===== config.mk =====
export PLATFORM = sky130hd
export DESIGN_NAME = blink_bank
export DESIGN_NICKNAME = d
export VERILOG_FILES = /design/src/rtl/blink_pkg.sv /design/src/rtl/blink_cmd_decode.sv /design/src/rtl/blink_slot.sv /design/src/rtl/blink_bank.sv
export SDC_FILE = /design/constraint.sdc
export NUM_CORES = 2
export LEC_CHECK = 0
export BUFFER_PORTS_ARGS = -buffer_cell sky130_fd_sc_hd__buf_2
export CAP_MARGIN = 0
export CORE_MARGIN = 2
export CORE_UTILIZATION = 35
export DETAILED_ROUTE_END_ITERATION = 16
export GPL_ROUTABILITY_DRIVEN = 0
export PLACE_DENSITY = 0.59
export SKIP_LAST_GASP = 1
export SYNTH_ARGS = -nofsm -noshare
export SYNTH_HDL_FRONTEND = slang
export SYNTH_SLANG_ARGS = --single-unit

===== constraint.sdc =====
create_clock -name clk -period 14.4 [get_ports clk]
set_clock_uncertainty 0.15 [all_clocks]
set_input_delay 2.88 -clock clk [delete_from_list [all_inputs] [get_ports clk]]
set_output_delay 2.88 -clock clk [all_outputs]
set_load 0.005 [all_outputs]

===== src/rtl/blink_pkg.sv =====
// Shared definitions for the blink generator.
// Assumes: duty values are percentages, with 100 meaning always high.
package blink_pkg;

    // Full-scale duty value; larger requests are clamped to it.
    localparam int unsigned DUTY_FULL = 100;

    // Per-slot operation chosen by the command decoder for one cycle.
    typedef enum logic [1:0] {
        SLOT_HOLD  = 2'd0,
        SLOT_LOAD  = 2'd1,
        SLOT_CLEAR = 2'd2
    } slot_op_e;

endpackage


===== src/rtl/blink_cmd_decode.sv =====
// Command decoder for the blink generator.
// Validates a configuration against the output-enable vector, turns the
// stop and configuration masks into one operation per slot (stop wins on
// overlap), and computes the shared high-time threshold once per command.
// Assumes: command strobes last one cycle; pin_is_out is valid in that cycle.
module blink_cmd_decode
    import blink_pkg::*;
#(
    parameter int NUM_PINS = 20,
    parameter int PERIOD_W = 12,
    parameter int DUTY_W   = 7
) (
    input  logic                            clk,
    input  logic                            rst_n,
    input  logic [NUM_PINS-1:0]             pin_is_out,
    input  logic                            cfg_valid,
    input  logic [NUM_PINS-1:0]             cfg_mask,
    input  logic [PERIOD_W-1:0]             cfg_period,
    input  logic [DUTY_W-1:0]               cfg_duty,
    input  logic                            stop_valid,
    input  logic [NUM_PINS-1:0]             stop_mask,
    output slot_op_e [NUM_PINS-1:0]         slot_op,
    output logic [PERIOD_W-1:0]             load_thresh,
    output logic                            cfg_err
);
    localparam int PROD_W = PERIOD_W + DUTY_W;

    logic                refused;
    logic                accepted;
    logic                cfg_is_stop;
    logic [DUTY_W-1:0]   duty_clamped;
    logic [PROD_W-1:0]   product;
    logic [NUM_PINS-1:0] clear_vec;
    logic [NUM_PINS-1:0] load_vec;

    // Judge the configuration and sort masks into load and clear sets.
    always_comb begin
        refused      = cfg_valid && ((cfg_mask & ~pin_is_out) != '0);
        accepted     = cfg_valid && !refused;
        cfg_is_stop  = accepted && (cfg_period == '0);
        clear_vec    = (stop_valid ? stop_mask : '0) | (cfg_is_stop ? cfg_mask : '0);
        load_vec     = (accepted && !cfg_is_stop) ? (cfg_mask & ~clear_vec) : '0;
    end

    // Clamp duty to full scale and derive the threshold with one divider.
    always_comb begin
        duty_clamped = (32'(cfg_duty) > DUTY_FULL) ? DUTY_W'(DUTY_FULL) : cfg_duty;
        product      = PROD_W'(cfg_period) * PROD_W'(duty_clamped);
        load_thresh  = PERIOD_W'(product / PROD_W'(DUTY_FULL));
    end

    // One operation code per slot.
    generate
        for (genvar p = 0; p < NUM_PINS; p++) begin : g_op
            assign slot_op[p] = clear_vec[p] ? SLOT_CLEAR :
                                load_vec[p]  ? SLOT_LOAD  : SLOT_HOLD;
        end
    endgenerate

    // Register the refusal as a one-cycle error pulse.
    always_ff @(posedge clk) begin
        if (!rst_n) cfg_err <= 1'b0;
        else        cfg_err <= refused;
    end

    AST_THRESH_IN_RANGE: assert property (@(posedge clk) disable iff (!rst_n)
        cfg_valid |-> (load_thresh <= cfg_period));
    AST_NO_LOAD_AND_CLEAR: assert property (@(posedge clk) disable iff (!rst_n)
        stop_valid |-> ((load_vec & stop_mask) == '0));

endmodule


===== src/rtl/blink_slot.sv =====
// One pin's blink slot: period, threshold, phase counter and level.
// A load restarts the phase with data low; a clear empties the slot; a
// tick advances an active slot and recomputes the level from the new count.
// Assumes: load_thresh never exceeds load_period (guaranteed by decoder).
module blink_slot
    import blink_pkg::*;
#(
    parameter int PERIOD_W = 12
) (
    input  logic                clk,
    input  logic                rst_n,
    input  logic                tick,
    input  slot_op_e            op,
    input  logic [PERIOD_W-1:0] load_period,
    input  logic [PERIOD_W-1:0] load_thresh,
    output logic                data,
    output logic                active
);
    logic [PERIOD_W-1:0] period_q;
    logic [PERIOD_W-1:0] thresh_q;
    logic [PERIOD_W-1:0] cnt_q;
    logic [PERIOD_W:0]   cnt_inc;
    logic [PERIOD_W-1:0] cnt_next;

    // Next phase value with wrap at the period.
    always_comb begin
        cnt_inc  = {1'b0, cnt_q} + 1'b1;
        cnt_next = (cnt_inc >= {1'b0, period_q}) ? '0 : cnt_inc[PERIOD_W-1:0];
    end

    // Slot state update: clear, load, or advance on tick.
    always_ff @(posedge clk) begin
        if (!rst_n || op == SLOT_CLEAR) begin
            period_q <= '0;
            thresh_q <= '0;
            cnt_q    <= '0;
            data     <= 1'b0;
        end else if (op == SLOT_LOAD) begin
            period_q <= load_period;
            thresh_q <= load_thresh;
            cnt_q    <= '0;
            data     <= 1'b0;
        end else if (tick && period_q != '0) begin
            cnt_q    <= cnt_next;
            data     <= (cnt_next < thresh_q);
        end
    end

    assign active = (period_q != '0);

    AST_CNT_BELOW_PERIOD: assert property (@(posedge clk) disable iff (!rst_n)
        active |-> (cnt_q < period_q));
    AST_IDLE_LOW: assert property (@(posedge clk) disable iff (!rst_n)
        !active |-> (!data && cnt_q == '0));
    AST_HOLD_NO_TICK: assert property (@(posedge clk) disable iff (!rst_n)
        (!tick && op == SLOT_HOLD) |=> ($stable(cnt_q) && $stable(data)));
    AST_LOAD_RESTART: assert property (@(posedge clk) disable iff (!rst_n)
        (op == SLOT_LOAD) |=> (cnt_q == '0 && !data && active));
    AST_LEVEL_MATCH: assert property (@(posedge clk) disable iff (!rst_n)
        (tick && op == SLOT_HOLD && active) |=> (data == (cnt_q < thresh_q)));

endmodule


===== src/rtl/blink_bank.sv =====
// Bank of per-pin blink generators sharing one tick and one command path.
// Outputs a blink level and an ownership bit for each pin; ownership is 1
// while the pin's slot holds a nonzero period.
// Assumes: tick and command strobes are single-cycle pulses.
module blink_bank
    import blink_pkg::*;
#(
    parameter int NUM_PINS = 20,
    parameter int PERIOD_W = 12,
    parameter int DUTY_W   = 7
) (
    input  logic                clk,
    input  logic                rst_n,
    input  logic                tick,
    input  logic [NUM_PINS-1:0] pin_is_out,
    input  logic                cfg_valid,
    input  logic [NUM_PINS-1:0] cfg_mask,
    input  logic [PERIOD_W-1:0] cfg_period,
    input  logic [DUTY_W-1:0]   cfg_duty,
    input  logic                stop_valid,
    input  logic [NUM_PINS-1:0] stop_mask,
    output logic [NUM_PINS-1:0] blink_data,
    output logic [NUM_PINS-1:0] blink_own,
    output logic                cfg_err
);
    slot_op_e [NUM_PINS-1:0] slot_op;
    logic [PERIOD_W-1:0]     load_thresh;

    blink_cmd_decode #(
        .NUM_PINS (NUM_PINS),
        .PERIOD_W (PERIOD_W),
        .DUTY_W   (DUTY_W)
    ) i_decode (
        .clk         (clk),
        .rst_n       (rst_n),
        .pin_is_out  (pin_is_out),
        .cfg_valid   (cfg_valid),
        .cfg_mask    (cfg_mask),
        .cfg_period  (cfg_period),
        .cfg_duty    (cfg_duty),
        .stop_valid  (stop_valid),
        .stop_mask   (stop_mask),
        .slot_op     (slot_op),
        .load_thresh (load_thresh),
        .cfg_err     (cfg_err)
    );

    // One slot per pin.
    generate
        for (genvar p = 0; p < NUM_PINS; p++) begin : g_slot
            blink_slot #(
                .PERIOD_W (PERIOD_W)
            ) i_slot (
                .clk         (clk),
                .rst_n       (rst_n),
                .tick        (tick),
                .op          (slot_op[p]),
                .load_period (cfg_period),
                .load_thresh (load_thresh),
                .data        (blink_data[p]),
                .active      (blink_own[p])
            );
        end
    endgenerate

    AST_ERR_AFTER_CFG: assert property (@(posedge clk) disable iff (!rst_n)
        cfg_err |-> $past(cfg_valid));
    AST_REFUSED_NO_CHANGE: assert property (@(posedge clk) disable iff (!rst_n)
        (cfg_err && !$past(stop_valid)) |-> $stable(blink_own));
    AST_STOP_CLEARS: assert property (@(posedge clk) disable iff (!rst_n)
        stop_valid |=> ((blink_own & $past(stop_mask)) == '0));
    AST_DATA_OWNED: assert property (@(posedge clk) disable iff (!rst_n)
        (blink_data & ~blink_own) == '0);

endmodule


==> impl_metrics.csv <==
group,metric,value,unit
outcome,outcome,"finished, final reports clean",
setup_path,cpMaxStageDelayCell,"or4_4",
placed_design,portBuffers,124,
route,vias,40802,
synth,seq_area_frac_synth,31.20,%
clock_tree,htree_levels,3,
job,drv_cap,0,
setup_path,r2r-start,"g_slot[3].i_slot.cnt_q[0]",
clock_tree,path_clk_slew,0.06,ns
route,drt-vias-per-instance,5.281,
synth,synth.distinct_cells,108,
finish,fin_nets,6520,
synth,postSynthCellCount,5715,
setup_path,r2r_cells,33,
sta,setup_viol,0,
synth,syn_area_per_cell,8.319,um2
synth,yosysWarnings,0,
setup_path,ff2ff_setup_slack,8.60,ns
finish,drive_gt1_share,11.57,%
clock_tree,cts_tree,"built",
clock_tree,insertion_delay,0.67,ns
synth,ys_ff_latch,741,
route,postRouteAntennaNets,0,
synth,yosysTopAreaCell,"dfxtp_1",
setup_path,startpoint_type,"input pin",
hold_path,worstHoldPathCells,2,
route,drc,0,
synth,synth_top_area_share,31.20,%
global_routing,grt_pass1_vias,38965,
setup_path,worstPathRequired,14.79,ns
setup_path,crit_type,"in2reg",
synth,synth_edf_count,0,
global_routing,track_usage,20.39,%
sta,slew_viol_final,0,
setup_path,path_common_cell,"buf_4",
finish,multiInputGateArea,0.02977,mm2
route,firstDrtPassIters,6,
global_routing,overflow,0,
finish,areaGrowthSynthToFinish,14.23,%
placed_design,dp_worst_setup_slack,-0.4127,ns
clock_tree,cts.path.max_buffers,3,
hold_path,min_from,"g_slot[8].i_slot.data",
setup_path,crit_path_max_fanout,10,
setup_path,critPathCaptureType,"flip-flop",
finish,stdcell_area,0.05431,mm2
setup_path,cp_data_arrival_time,14.42,ns
global_routing,grt_max_degree,37,
sta,max_slew_margin,9.133,%
sta,setup_ws,0.3657,ns
sta,tightest_slew,1.353,ns
sta,post-route-period-util,97.46,%
route,drtIter0Drc,2802,
route,routed_wl,145300,um
floorplanning,coreArea,0.1351,mm2
finish,fillCellCount,13586,
floorplanning,fp.dieArea,0.1388,mm2
floorplanning,die_h,372.6,um
floorplanning,floorplan.initialDensity,35.19,%
global_routing,antenna_found_initial,12,
synth,synthesis.nets,6365,
clock_tree,cts-root-buf,"clkbuf_16",
sta,hold_ws,0.3078,ns
finish,final_cell_mix,"dfxtp_1, nor2_1, inv_1",
sta,period_needed,14.03,ns
floorplanning,std_cell_rows,135,
synth,async_flop_share,0,%
finish,final-seq-area,0.01483,mm2
finish,layout_commonest_cell,"dfxtp_1",
floorplanning,io_pins,125,
synth,ys_top_cells_by_area,"dfxtp_1, ha_1, nor2_1",
setup_path,crit_start,"cfg_duty[3]",
clock_tree,cts_sinks,741,
sta,final_hold_viol_count,0,
setup_path,slowest_delay,0.52,ns
route,drt-wirelength-per-cell,18.80,um
synth,netlist_area,0.04755,mm2
global_routing,grt_pass1_wl,223300,um
floorplanning,die_w,372.6,um
synth,synth_flop_cell,"dfxtp_1",
clock_tree,cts_made_buffers,86,
placed_design,dp_hpwl,103300,um
hold_path,hp-class,"reg2reg",
sta,fmax,71.25,MHz
placed_design,placedInstanceArea,0.05095,mm2
## timing repair
action	in CTS	in global routing
setup endpoints to repair	0	40
buffers inserted	0	10
resized for setup	0	68
hold buffers	0	0
## synth_stat cells, types with 10 or more instances
master       n
fa_1        49
buf_4       43
a31o_2      19
inv_1      529
nor2_1     555
o211ai_1    14
buf_1       39
o22ai_1     46
dfxtp_1    741
a22o_1      10
xor2_1     142
a2111oi_0   17
mux2i_1    208
nand2b_1   123
clkbuf_1   216
o221a_2     20
buf_2       11
and3_1     149
nor3_1      78
a211o_1     11
o21ai_0    196
a21oi_1    306
nor4_1      68
a21o_1     111
nand4_1     41
ha_1       517
nand3_1    145
and2_1      46
nor2b_1    301
nand2_1    397
o21ai_1     11
o221a_4     10
a221oi_1   102
xnor2_1     84
a211oi_1   202
## registers in the layout, summed over array words and instances (netlist names)
signal,count
g_slot.i_slot.cnt_q,240
g_slot.i_slot.thresh_q,240
g_slot.i_slot.period_q,240
g_slot.i_slot.data,20
i_decode.cfg_err,1
## path summary, 6_finish.rpt
check / end
worst max-delay path: g_slot[15].i_slot.thresh_q[0]
worst max register to register: g_slot[3].i_slot.data
worst min register to register: g_slot[8].i_slot.data
worst min-delay path: g_slot[8].i_slot.data
## logic make-up (layout without fill, tap and decap cells)
kind of cell             count (synthesis)  after routing  share of synthesized area, %
AND/OR/NAND/NOR                       1936           1936                         20.01
adder cells (fa/ha/maj)                568            568                         15.71
buffers and inverters                  840           1065                         7.032
multiplexers                           216            216                         4.605
other                                    0              5                             0
AO/OA/AOI/OAI                         1188           1188                         17.28
XOR/XNOR                               226            226                         4.163
flip-flops                             741            741                         31.20
## through the flow
stage | utilization, % | std cells | setup TNS, ns
floorplan | - | 5715 | 0
global placement | 37.71 | 7552 | -4.592
detailed placement | 37.71 | 7552 | -9.704
CTS | 39.87 | 7710 | 0
global route | 40.19 | 7724 | -1.216
finish | 40.19 | 7726 | 0
## worst max-delay path, delay by kind of cell
family,cells,cell delay (ns)
and+or+nand+nor,10,1.81
adders and majority gates,6,2.59
muxes,1,0.28
buffers and inverters,14,2.30
AOI/OAI and AO/OA,21,4.55
## metal layers
| layer | track usage, % | vias to the layer above | routed length [um] |
|---|---|---|---|
| met5 | 0 | - | 50 |
| li1 | - | 20140 | - |
| met4 | 5.731 | 8 | 3593 |
| met2 | 32.14 | 929 | 64090 |
| met1 | 28.26 | 19519 | 68190 |
| met3 | 3.809 | 206 | 9361 |
## layout make-up
cell class / instances / area share (%)
Antenna cell: 5 / 0.02304
Inverter: 529 / 3.656
Clock inverter: 31 / 0.6589
Sequential cell: 741 / 27.31
Timing Repair Buffer: 378 / 4.709
Tap cell: 1781 / 4.103
Multi-Input combinational cell: 4134 / 54.81
Clock buffer: 127 / 4.725
Power is not shown: default switching activity piles up to over one toggle a cycle in this logic, so the estimate is an artifact.
